**config.mk**
```make
export PLATFORM = sky130hd
export DESIGN_NAME = ipi_cmd_dispatch
export DESIGN_NICKNAME = d
export VERILOG_FILES = /design/src/rtl/ipi_pkg.sv /design/src/rtl/ipi_decode.sv /design/src/rtl/ipi_cpu_ctrl.sv /design/src/rtl/ipi_cmd_dispatch.sv
export SDC_FILE = /design/constraint.sdc
export NUM_CORES = 1
export LEC_CHECK = 0
export BUFFER_PORTS_ARGS = -buffer_cell sky130_fd_sc_hd__buf_2
export CORE_UTILIZATION = 48
export CTS_CLUSTER_SIZE = 14
export DETAILED_ROUTE_END_ITERATION = 12
export PLACE_DENSITY = 0.92
export SETUP_SLACK_MARGIN = 0.5
export SLEW_MARGIN = 20
export SYNTH_ARGS = -nofsm -noshare
export SYNTH_HDL_FRONTEND = slang
export SYNTH_SLANG_ARGS = --single-unit
```
**constraint.sdc**
```tcl
create_clock -name clk -period 2.3 [get_ports clk]
set_input_delay 0.23 -clock clk [delete_from_list [all_inputs] [get_ports clk]]
set_output_delay 0.23 -clock clk [all_outputs]
set_load 0.01 [all_outputs]
```
**src/rtl/ipi_pkg.sv**
```systemverilog
package ipi_pkg;
  localparam int KIND_LO = 16;
  localparam int CPU_LO  = 8;
  localparam int VEC_LO  = 0;
  localparam int KIND_W  = 2;

  typedef enum logic [KIND_W-1:0] {
    K_INTR   = 2'd0,
    K_RESET  = 2'd1,
    K_IDLE   = 2'd2,
    K_RESUME = 2'd3
  } kind_e;

  typedef struct packed {
    logic do_intr;
    logic do_reset;
    logic do_idle;
    logic do_resume;
  } act_t;
endpackage

```
**src/rtl/ipi_decode.sv**
```systemverilog
module ipi_decode
  import ipi_pkg::*;
#(
  parameter int DATA_W   = 32,
  parameter int NUM_CPUS = 8,
  parameter int CPU_W    = 5,
  parameter int VEC_W    = 6,
  parameter int POR_VEC  = 1
) (
  input  logic              wr_en,
  input  logic [DATA_W-1:0] wr_data,
  output logic [NUM_CPUS-1:0] tgt_sel,
  output act_t              act,
  output logic              bad_reset,
  output logic [VEC_W-1:0]  vec
);
  kind_e            kind;
  logic [CPU_W-1:0] cpu;
  logic             in_range;

  always_comb begin
    kind     = kind_e'(wr_data[KIND_LO +: KIND_W]);
    cpu      = wr_data[CPU_LO +: CPU_W];
    vec      = wr_data[VEC_LO +: VEC_W];
    in_range = wr_en && (int'(cpu) < NUM_CPUS);
  end

  for (genvar i = 0; i < NUM_CPUS; i++) begin : g_sel
    assign tgt_sel[i] = in_range && (cpu == CPU_W'(i));
  end

  always_comb begin
    act       = '0;
    bad_reset = 1'b0;
    if (in_range) begin
      unique case (kind)
        K_INTR:   act.do_intr = 1'b1;
        K_RESET:  begin
          if (vec == VEC_W'(POR_VEC)) act.do_reset = 1'b1;
          else                        bad_reset    = 1'b1;
        end
        K_IDLE:   act.do_idle   = 1'b1;
        K_RESUME: act.do_resume = 1'b1;
        default:  act = '0;
      endcase
    end
  end
endmodule

```
**src/rtl/ipi_cpu_ctrl.sv**
```systemverilog
module ipi_cpu_ctrl
  import ipi_pkg::*;
(
  input  logic clk,
  input  logic rst,
  input  logic sel,
  input  act_t act,
  output logic post_q,
  output logic reset_q,
  output logic activate_q,
  output logic halt_q
);
  always_ff @(posedge clk) begin
    if (rst) begin
      post_q     <= 1'b0;
      reset_q    <= 1'b0;
      activate_q <= 1'b0;
      halt_q     <= 1'b0;
    end else begin
      post_q     <= sel && act.do_intr;
      reset_q    <= sel && act.do_reset;
      activate_q <= sel && (act.do_reset || act.do_resume);
      if (sel && act.do_idle)
        halt_q <= 1'b1;
      else if (sel && (act.do_reset || act.do_resume))
        halt_q <= 1'b0;
    end
  end

  AST_RESET_STARTS: assert property (@(posedge clk) disable iff (rst)
    reset_q |-> (activate_q && !halt_q));
  AST_INTR_KEEPS_HALT: assert property (@(posedge clk) disable iff (rst)
    (halt_q && sel && act.do_intr) |=> halt_q);
endmodule

```
**src/rtl/ipi_cmd_dispatch.sv**
```systemverilog
module ipi_cmd_dispatch
  import ipi_pkg::*;
#(
  parameter int DATA_W   = 32,
  parameter int NUM_CPUS = 8,
  parameter int CPU_W    = 5,
  parameter int VEC_W    = 6,
  parameter int POR_VEC  = 1
) (
  input  logic                clk,
  input  logic                rst,
  input  logic                wr_en,
  input  logic [DATA_W-1:0]   wr_data,
  output logic [NUM_CPUS-1:0] intr_post,
  output logic [VEC_W-1:0]    intr_vec,
  output logic [NUM_CPUS-1:0] cpu_reset,
  output logic [NUM_CPUS-1:0] cpu_activate,
  output logic [NUM_CPUS-1:0] cpu_halt,
  output logic                bad_reset_err
);
  logic [NUM_CPUS-1:0] tgt_sel;
  act_t                act;
  logic                bad_reset;
  logic [VEC_W-1:0]    vec;

  ipi_decode #(
    .DATA_W(DATA_W), .NUM_CPUS(NUM_CPUS), .CPU_W(CPU_W),
    .VEC_W(VEC_W), .POR_VEC(POR_VEC)
  ) u_dec (
    .wr_en(wr_en), .wr_data(wr_data), .tgt_sel(tgt_sel),
    .act(act), .bad_reset(bad_reset), .vec(vec)
  );

  for (genvar i = 0; i < NUM_CPUS; i++) begin : g_cpu
    ipi_cpu_ctrl u_ctrl (
      .clk(clk), .rst(rst), .sel(tgt_sel[i]), .act(act),
      .post_q(intr_post[i]), .reset_q(cpu_reset[i]),
      .activate_q(cpu_activate[i]), .halt_q(cpu_halt[i])
    );
  end

  always_ff @(posedge clk) begin
    if (rst) begin
      intr_vec      <= '0;
      bad_reset_err <= 1'b0;
    end else begin
      if (act.do_intr) intr_vec <= vec;
      if (bad_reset)   bad_reset_err <= 1'b1;
    end
  end

  AST_ONE_TARGET: assert property (@(posedge clk) disable iff (rst)
    $onehot0(intr_post | cpu_reset | cpu_activate));
  AST_ERR_STICKY: assert property (@(posedge clk) disable iff (rst)
    bad_reset_err |=> bad_reset_err);
  AST_IDLE_NO_STROBE: assert property (@(posedge clk) disable iff (rst)
    !wr_en |=> (intr_post == '0 && cpu_reset == '0 && cpu_activate == '0));
  AST_OOR_IGNORED: assert property (@(posedge clk) disable iff (rst)
    (wr_en && int'(wr_data[CPU_LO +: CPU_W]) >= NUM_CPUS)
      |=> (intr_post == '0 && cpu_reset == '0 && cpu_activate == '0
           && $stable(cpu_halt) && $stable(bad_reset_err)));
  AST_BAD_RESET_FLAGS: assert property (@(posedge clk) disable iff (rst)
    (wr_en && wr_data[KIND_LO +: KIND_W] == 2'd1
     && int'(wr_data[CPU_LO +: CPU_W]) < NUM_CPUS
     && wr_data[VEC_LO +: VEC_W] != VEC_W'(POR_VEC))
      |=> (bad_reset_err && cpu_reset == '0 && $stable(cpu_halt)));
endmodule

```
Yosys cells after proc, flatten, opt, wreduce, memory -nomap -nowiden

Index checks and enable logic that the tools add are counted.

Order comparisons: 1
Equal/unequal tests: 11
Muxes and demuxes: 25
Reductions and logical operators: 52

Operators with widths:

| cell                 | number |
|---|---|
| $logic_and A1 B1 Y1  | 41 |
| $mux W1              | 24 |
| $eq A5 B3 Y1 const B | 4 |
| $reduce_bool A2 Y1   | 8 |
| $eq A5 B2 Y1 const B | 2 |
| $eq A6 B1 Y1 const B | 1 |
| $eq A5 B1 Y1 const B | 1 |
| $logic_not A5 Y1     | 1 |
| $lt A5 B4 Y1 const B | 1 |
| $eq A2 B2 Y1 const B | 2 |
| $mux W4              | 1 |
| $eq A2 B1 Y1 const B | 1 |
| $logic_not A2 Y1     | 1 |
| $logic_or A1 B1 Y1   | 1 |

Register bits: 39
Bits of input ports: 35
Word-level logic and storage cells: 123

Logic depth before layout (Yosys ltp)

Gate-level depths: netlist of run 1.

Depth after elaboration: 8
Gate-level depth with buffers: 6

Hierarchy

Synthesis of run 1 repeated with hierarchy kept, for this count alone.

Cell total of the unflattened synthesis: 138
Area, all modules: 1488.9 µm²

By module, submodules not included:

| module           | instances | cells each | area an instance (µm²) |
|---|---|---|---|
| ipi_cpu_ctrl     | 8         | 11         | 133.9 |
| ipi_cmd_dispatch | 1         | 22         | 241.5 |
| ipi_decode       | 1         | 28         | 176.4 |

Worst setup path before layout of run 1

Ideal clock, no wire load.

Path type: in2reg
Start: input rst
End: register g_cpu[2].u_ctrl.reset_q
Setup time: 65 ps
Arrival time: 1288 ps
Path slack: 947 ps
Cell stages on the path: 6
Cell sequence: clkbuf_2 nor4b_4 nand2_1 or3_1 buf_6 nor2_2

RTL lines:

| what                 | line                   | text |
|---|---|---|
| from (decl)          | ipi_cmd_dispatch.sv:11 | `input logic rst,` |
| to (signal assigned) | ipi_cpu_ctrl.sv:21     | `reset_q <= sel && act.do_reset;` |
| to (decl)            | ipi_cpu_ctrl.sv:9      | `output logic reset_q,` |

Worst setup path in the final report of run 1

Start: input wr_data[12]
End: register g_cpu[4].u_ctrl.halt_q

Word-level cells in the longest chain between the ends: 6
Elaborated cells between the ends (all ways): 10
Those cells by class: 1 x order compare; 1 x eq/ne; 2 x mux; 6 x reduce/logical

RTL lines:

| what                                | line                   | text |
|---|---|---|
| from (decl)                         | ipi_cmd_dispatch.sv:13 | `input logic [DATA_W-1:0] wr_data,` |
| $lt A5 B4 Y1                        | ipi_decode.sv:25       | `in_range = wr_en && (int'(cpu) < NUM_CPUS);` |
| $logic_and A1 B1 Y1                 | ipi_decode.sv:25       |  |
| $mux W4                             | ipi_decode.sv:35       | `if (in_range) begin` |
| $logic_or A1 B1 Y1                  | ipi_cpu_ctrl.sv:25     | `else if (sel && (act.do_reset \|\| act.do_resume))` |
| $logic_and A1 B1 Y1                 | ipi_cpu_ctrl.sv:25     |  |
| $reduce_bool A2 Y1 (no source line) | n/a                    |  |
| to (signal assigned)                | ipi_cpu_ctrl.sv:18     | `halt_q <= 1'b0;` |
| to (signal assigned)                | ipi_cpu_ctrl.sv:24     | `halt_q <= 1'b1;` |
| to (signal assigned)                | ipi_cpu_ctrl.sv:26     | `halt_q <= 1'b0;` |
| to (decl)                           | ipi_cpu_ctrl.sv:11     | `output logic halt_q` |

Several ways; a longest one is shown, not always the timed one.
A chain may end at the register's enable or synchronous reset.

==> results of run 1 <==
==> final timing paths <==
check / startpoint / end / slack (ns)
min reg2reg: intr_vec[5]$_SDFFE_PP0N_ / intr_vec[5]$_SDFFE_PP0N_ / 0.46
max reg2reg: g_cpu[1].u_ctrl.halt_q$_SDFFE_PP0P_ / g_cpu[1].u_ctrl.halt_q$_SDFFE_PP0P_ / 1.61
min: wr_data[2] / intr_vec[2]$_SDFFE_PP0N_ / 0.14
max: wr_data[12] / g_cpu[4].u_ctrl.halt_q$_SDFFE_PP0P_ / 1.0
==> layer usage <==
| layer | global-route usage [%] | share of wire [%] | wire length (um) | vias up |
|---|---|---|---|---|
| met5 | 0 | 0 | 0 | - |
| met4 | 8.84 | 2.2 | 59 | 0 |
| met3 | 6.15 | 6.7 | 182 | 8 |
| met2 | 26.4 | 44 | 1190 | 46 |
| met1 | 22.0 | 47 | 1280 | 483 |
| li1 | - | - | - | 565 |
==> flip-flops by register name (all words and copies together), names as in the netlist <==
name and count:
bad_reset_err 1, g_cpu.u_ctrl.activate_q 8, g_cpu.u_ctrl.halt_q 8, g_cpu.u_ctrl.post_q 8
g_cpu.u_ctrl.reset_q 8, intr_vec 6
==> cell type report <==
class	count	area share, %
Tap cell	44	3.26
Multi-Input combinational cell	86	29.5
Clock inverter	3	2.59
Clock buffer	5	2.22
Inverter	1	0.222
Sequential cell	39	46.2
Timing Repair Buffer	54	16.0
==> layout by cell type, fill, tap and decap left out, drive strengths merged <==
cell / n
buf: 54
dfxtp: 39
nor2: 27
nand2: 15
nand3: 8
o21ai: 8
o311ai: 8
a21oi: 7
clkbuf: 5
nand3b: 3
nor4b: 2
nor2b: 2
clkinv: 2
nor4: 1
or2: 1
and4bb: 1
nor3b: 1
inv: 1
or3: 1
a31oi: 1
bufinv: 1
==> power groups by stage <==
stage / clock network (W) / registers, W / logic (W)
3_5_place_dp: 0 / 0.000693 / 0.0000551
4_1_cts: 0.000460 / 0.000678 / 0.0000553
2_1_floorplan: 0 / 0.000694 / 0.0000249
6_report: 0.000450 / 0.000678 / 0.0000553
5_1_grt: 0.000487 / 0.000678 / 0.0000609
3_3_place_gp: 0 / 0.000693 / 0.0000542
==> worst max-delay path, stage by stage <==
cell and delay (ns):
sky130_fd_sc_hd__buf_2 0.15, sky130_fd_sc_hd__nor3b_4 0.37, sky130_fd_sc_hd__nand2_1 0.27, sky130_fd_sc_hd__o311ai_0 0.36, sky130_fd_sc_hd__o21ai_0 0.14
==> metrics by stage <==
| stage | utilization, % | power (W) | setup WS (ns) | hold WS [ns] |
|---|---|---|---|---|
| 3_3_place_gp | 52.7 | 0.000747 | 0.690 | 0.443 |
| 5_1_grt | 55.3 | 0.00123 | 0.785 | 0.135 |
| 4_1_cts | 55.3 | 0.00119 | 0.981 | 0.127 |
| 2_1_floorplan | - | 0.000719 | 0.947 | 0.378 |
| 6_report | 55.3 | 0.00118 | 0.995 | 0.138 |
| 3_5_place_dp | 52.7 | 0.000748 | 0.637 | 0.447 |
==> kinds of logic after synthesis <==
| kind of cell | after synthesis | share of synthesized area (%) |
|---|---|---|
| DFF | 39 | 50.6 |
| buffers and inverters | 36 | 17.1 |
| and+or+nand+nor | 62 | 22.5 |
| AOI/OAI and AO/OA | 24 | 9.81 |
==> summary.md, run 1 <==
The run finished with clean final reports. The run gives 0 ns as the aggregate negative setup slack. The overflow left after global routing was 0; the net load switching power was 0.000257 W. The worst setup path is captured at a register.

For the total core area, the log shows 0.00305 mm2. The synthesized design contains 39 register bits. The H-tree depth reported by CTS was 2. The tools report the global-route wire length before repair as 4320 um. The total area of sequential cells is 781 um2. By startpoint and endpoint, the worst setup path is classified as in2reg. Number of nets produced by synthesis: 196. The detailed-route wire length per cell was 11.7 um; the number of nets at the end of the flow was 222.

In the final layout, the share of cells above drive strength 1 is 36.7%. STA puts the critical path data required time at 2.52 ns. The fraction of post-synthesis cell area in the top cell type by area was 50.6%; the via count of the first global-routing pass was 920. The last weighted congestion value of the routability-driven placer was 0.754. The filler cells instantiated in the layout total 299. The number of cells upsized or downsized after cts is 0, and the number of enable flip-flop cells after synthesis is 0. The cell count after synthesis came out at 161. The routed design has 2710 um of wire. Summing all non-filler instances in the final layout gives an area of 0.00169 mm2. Clock tree synthesis inserted a total of 5 buffers.

The count of final setup violators was 0. The detailed-router iteration count before antenna repair came out at 4. The clock latency at the later pin of the worst-skew pair is 0.33 ns, and the share of synthesized flip-flops with an asynchronous set or reset is 0%.

After detailed routing, the number of vias per cell comes to 4.75. Input and output buffers added on the ports amount to 54. For this design the ratio of total power to cell area is 700 mW/mm2. The number of different library cells in the post-synthesis netlist was 24. By area the synthesized netlist is led by sky130_fd_sc_hd__dfxtp_1 (51%), sky130_fd_sc_hd__buf_4 (16%), sky130_fd_sc_hd__nor2_1 (6.1%), sky130_fd_sc_hd__o311ai_0 (4.0%), sky130_fd_sc_hd__nand2_1 (3.6%). The synthesized area per cell works out to 9.58 um2. The time the final worst path needs with I/O delays and setup works out to 1.30 ns. The achievable clock frequency was 766 MHz; the die extent in x was 58.7 um. During synthesis, Yosys emitted a total of 0 warnings. Of the synthesized area, sequential elements account for 50.6%. The element type at the critical path start was a primary input.

Among all cell types in the netlist, the one instantiated most often is sky130_fd_sc_hd__dfxtp_1. In this run the vertical extent of the chip is 58.7 um. The post-detailed-route DRC marker count is 0. The share of total power dissipated in the clock network is 38.0%. In the finished design, the share of the clock period the worst path needs comes to 56.7%. The cell sitting at the root of the clock tree is a sky130_fd_sc_hd__clkbuf_4. The instance count after placement with tap cells included was 224; the depth of the worst register-to-register path was 2. The worst-case IR drop observed on VDD is 0.000286 V.

Between clock sinks in the finished design, the worst skew comes to 0 ns. Across all layers, the routed design uses 1102 vias. Entering global routing, the biggest net connects 14 pins.

The layout overhead on the synthesized area works out to 9.49%. TritonCTS built the clock tree. The synthesized netlist occupies a cell area of 0.00154 mm2.

The clock slew seen by the registers of the worst setup and hold paths is 0.12 ns, and the proportion of power drawn by flip-flops and latches is 57.3%. The global-route usage over all layers was 17.4%. The tools report the number of primary I/O pins as 74.

The run gives 0.724 nW as the leakage component of the power. The worst-margin pin slew is 0.688 ns, and the switching part of the total power is 21.7%. The tools report the starting density of the core as 50.5%.

The run gives 0 as the number of antenna violations at the first check in global routing. Headroom to the max-slew limit came out at 54.1%. The class of the tightest hold or removal check was in2reg.

The longest clock path from root to sink contains 2 buffers. The floorplan has 20 rows. Non-filler instance count after layout: 232. The tools report the combinational fraction of design power as 4.7%. The die area was 0.00344 mm2; the count of hold-fix buffers inserted at cts was 0. For the total clock sinks, the log shows 39. Buffers added to address setup during post-CTS repair amount to 0.

The repair_antennas step left the layout with diodes totalling 0. After detailed placement, the total cell area comes to 0.00161 mm2. The count of final hold-check violations is 0. The total half-perimeter wirelength after legalization and detailed placement is 1950 um. DRC marker count from the first detailed-route iteration: 25. The multi-input combinational cells in the finished layout cover a total of 498 um2. The number of maximum-capacitance violations is 0, and the internal cell power is 0.000927 W. At the worst endpoint, the arrival time is 1.52 ns. The worst hold path passes through 3 cells.

Along the worst path, the maximum fanout reaches 9. By count the netlist is led by sky130_fd_sc_hd__dfxtp_1 (39), sky130_fd_sc_hd__buf_4 (32), sky130_fd_sc_hd__nor2_1 (25), sky130_fd_sc_hd__nand2_1 (15). Setup repair after global routing left no endpoint under its margin. The largest area contributor in the netlist is sky130_fd_sc_hd__dfxtp_1. The detail route stage leaves a number of antenna-violating nets equal to 0.

The tools report the final count of pins violating max slew as 0. Most frequently used flop master after synthesis: sky130_fd_sc_hd__dfxtp_1.
(Power assumes the default switching activity.)
==> run 2, diff against run 1 <==
--- a/config.mk
+++ b/config.mk
@@ -6,10 +6,10 @@
 export NUM_CORES = 1
 export LEC_CHECK = 0
 export BUFFER_PORTS_ARGS = -buffer_cell sky130_fd_sc_hd__buf_2
-export CORE_UTILIZATION = 48
+export CORE_UTILIZATION = 45
 export CTS_CLUSTER_SIZE = 14
 export DETAILED_ROUTE_END_ITERATION = 12
-export PLACE_DENSITY = 0.92
+export PLACE_DENSITY = 0.87
 export SETUP_SLACK_MARGIN = 0.5
 export SLEW_MARGIN = 20
 export SYNTH_ARGS = -nofsm -noshare
==> constraint.sdc (replaced) <==
create_clock -name clk -period 1.3 [get_ports clk]
set_input_delay 0.13 -clock clk [delete_from_list [all_inputs] [get_ports clk]]
set_output_delay 0.13 -clock clk [all_outputs]
set_load 0.01 [all_outputs]
==> run 2 against run 1 <==
Hold slack worse by 0.10 ns; combinational power grew to 2.8 times the previous value; utilization is 14 points higher; highest routed layer unchanged; flip-flop and latch count stayed put; first-iteration DRC count is 32% higher; final cell count is 10% higher.
==> summary.md, run 2 (same netlist as run 1, synthesis figures left out) <==
The flow ran to the end, and the final reports show no timing, DRC or antenna violations. The worst setup slack before clock tree synthesis is -0.0833 ns (-0.720 ns), and the worst slew margin relative to its limit is 77.0% (+23 points). Die area: 0.00367 mm2 (+6.4%). The worst-margin pin slew is 0.344 ns (-0.344 ns), and the total core area is 0.00315 mm2 (+3.3%). The tools report the aggregate negative setup slack as 0 ns (unchanged). The number of filler instances in the final layout is 244 (-18%).

Leakage component of the power: 0.895 nW (+24%). The post-detailed-route DRC marker count is 0 (unchanged), and the count of final hold-check violations is 0 (unchanged). The count of final setup violators was 0 (unchanged).

The power density over the cells is 1070 mW/mm2 (+52%), and the starting density of the core is 48.9% (-1.6 points). Derived from the worst setup path, the maximum achievable clock frequency is 1040 MHz. For the count of hold-fix buffers inserted at cts, the log shows 0 (unchanged). The tools report the number of nets at the end of the flow as 246 (+11%). The number of maximum-capacitance violations is 0 (unchanged), and the via count of the first global-routing pass is 1165 (+27%). The tools report the final count of pins violating max slew as 0 (unchanged). The clock latency at the later pin of the worst-skew pair is 0.34 ns (about the same). The logs give 0.740 (-1.9%) for the last weighted congestion value of the routability-driven placer and 1.58 ns (-0.94 ns) for the data required time at the worst endpoint. The tools report the remaining antenna violation count as 0 (unchanged). The class of the tightest hold or removal check is in2reg. The startpoint identified for the worst hold timing path is wr_data[5]. The run gives 0.54 ns (-1.07 ns) as the setup slack of the most critical reg-to-reg path. The tools report the arrival time of the worst setup path as 1.24 ns (-0.28 ns).

The antenna diode instance count was 0 (unchanged). Setup repair after global routing could not meet its margin everywhere. The height of the chip works out to 60.6 um (+3.2%).

The largest individual stage delay along the critical path comes from the cell sky130_fd_sc_hd__or3_1. The startpoint identified for the worst register-to-register timing path is bad_reset_err$_SDFFE_PP0P_. Number of primary I/O pins: 74 (unchanged). The worst-path maximum fanout is 8 (-1). The destination of the worst hold path was intr_vec[5]$_SDFFE_PP0N_. The largest net degree at the start of global routing is 13 (-1).

The die extent in x came out at 60.6 um (+3.2%). The clock slew seen by the registers of the worst setup and hold paths was 0.11 ns (about the same). The depth of the worst register-to-register path is 3 (+1), and the DRC marker count from the first detailed-route iteration is 33 (+32%). For the total clock sinks, the log shows 39 (unchanged). The tools report the worst setup skew after layout as 0 ns (unchanged). The tree is rooted in a sky130_fd_sc_hd__clkbuf_4. Traced cell by cell, the critical path runs through buf_8, nor4b_4, nand2_1, or3_1, buf_6, nor2_4. The tools report the total number of vias as 1230 (+12%). The run gives 2 (unchanged) as the maximum buffer depth of the clock tree.

The run gives 0.000784 V (+170%) as the worst IR drop on VDD. The fraction of layout cells with a size suffix above 1 came out at 61.3% (+25 points). In the layout the commonest cells are sky130_fd_sc_hd__buf_2 (30), sky130_fd_sc_hd__buf_6 (24), sky130_fd_sc_hd__buf_4 (22).

The time the final worst path needs with I/O delays and setup is 0.963 ns. Global-route wire length before repair: 5210 um (+21%). The library cell used most frequently in the layout, excluding fill and tap cells, is sky130_fd_sc_hd__buf_2.

The hold-critical path depth is 3 (unchanged), and the period utilization is 74.0%. Broken down by cell family, the worst path's largest delay share belongs to simple AND/OR/NAND/NOR gates. The largest incremental delay on the critical path is 0.36 ns (about the same), and the total clock buffers created by CTS is 5 (unchanged). The overflow left after global routing was 0 (unchanged). The layout overhead on the synthesized area is 41.3%, and the final worst setup slack is 0.337 ns (-0.658 ns).

The detailed-router iteration count before antenna repair was 4 (unchanged). For the number of antenna violations at the first check in global routing, the log shows 0 (unchanged). The mean number of vias per cell works out to 4.80 (+1.2%).

The run gives 3290 um (+22%) as the final routed wirelength across all metal layers. The critical path class was in2reg. STA classifies the critical path startpoint as a primary input. The H-tree depth reported by CTS is 2 (unchanged), and the detailed-route wire length per cell is 12.8 um (+10%). Total half-perimeter wirelength after legalization and detailed placement: 2150 um (+9.7%). The total of buffers placed on input and output ports was 54 (unchanged). TritonCTS built the clock tree. STA classifies the critical path endpoint as a register. The number of placement rows was 20 (unchanged); the final worst hold slack was 0.0347 ns (-0.103 ns). The number of buffers and inverters on the critical path works out to 2 (+1). The global-route usage over all layers came out at 20.0% (+2.5 points). The capturing point of the worst reg2reg path is bad_reset_err$_SDFFE_PP0P_.
==> run 2: final cells by class <==
class	count	area (um2)	share of cell area, %
flip-flops and latches	39	805	36.9
well taps	44	55.1	2.53
clock inverters	2	60.1	2.76
repair buffers	78	616	28.2
clock buffers	6	41.3	1.89
multi-input cells	86	599	27.5
inverters	1	3.75	0.172
==> run 2: layer usage <==
layer / share of wire [%] / wire [um] / GRT usage, %
met1: 42 / 1370 / 22.6
met2: 50 / 1650 / 33.3
met3: 6.1 / 201 / 7.25
met4: 2.1 / 68 / 9.74
met5: 0 / 0 / 0
==> run 2: how the worst max path moves through the flow <==
stage | to | slack [ns] | from | cells after the start
final | g_cpu[5].u_ctrl.reset_q$_SDFF_PP0_ | 0.34 | wr_data[11] | 6
after global routing | g_cpu[5].u_ctrl.reset_q$_SDFF_PP0_ | 0.31 | wr_data[11] | 6
after CTS | g_cpu[1].u_ctrl.reset_q$_SDFF_PP0_ | 0.34 | wr_data[5] | 6
after detailed placement | g_cpu[2].u_ctrl.halt_q$_SDFFE_PP0P_ | -0.08 | wr_data[11] | 6
after global placement | g_cpu[3].u_ctrl.reset_q$_SDFF_PP0_ | -0.05 | wr_data[12] | 6
after floorplan | g_cpu[2].u_ctrl.reset_q$_SDFF_PP0_ | 0.08 | rst | 6
==> run 2: stage by stage <==
| step | power, W | instances | area [um2] | util (%) |
|---|---|---|---|---|
| 5_1_grt | 0.00243 | 256 | 2180 | 69.1 |
| 6_report | 0.00232 | 256 | 2180 | 69.1 |
| 3_5_place_dp | 0.00135 | 239 | 1740 | 55.3 |
| 4_1_cts | 0.00234 | 254 | 2050 | 65.2 |
| 3_3_place_gp | 0.00135 | 239 | 1740 | 55.3 |
| 2_1_floorplan | 0.00128 | 161 | 1600 | - |
==> run 2: tightest hold or removal path, stage by stage <==
cell and delay [ns]:
sky130_fd_sc_hd__buf_6 0.10, sky130_fd_sc_hd__nand3_2 0.06, sky130_fd_sc_hd__a21oi_2 0.05
==> run 2: report_power, final <==
group          total [W]  switching (W)  leakage, nW  internal (W)
Sequential       0.00120     0.00000230        0.324       0.00120
Combinational   0.000156      0.0000806        0.519     0.0000756
Clock           0.000968       0.000368       0.0525      0.000600
==> run 2: what timing repair did <==
action | 4_1_cts | 5_1_grt
setup endpoints to repair | 71 | 73
setup buffers | 7 | 2
gates resized for setup | 45 | 34
pin swaps | 17 | 13
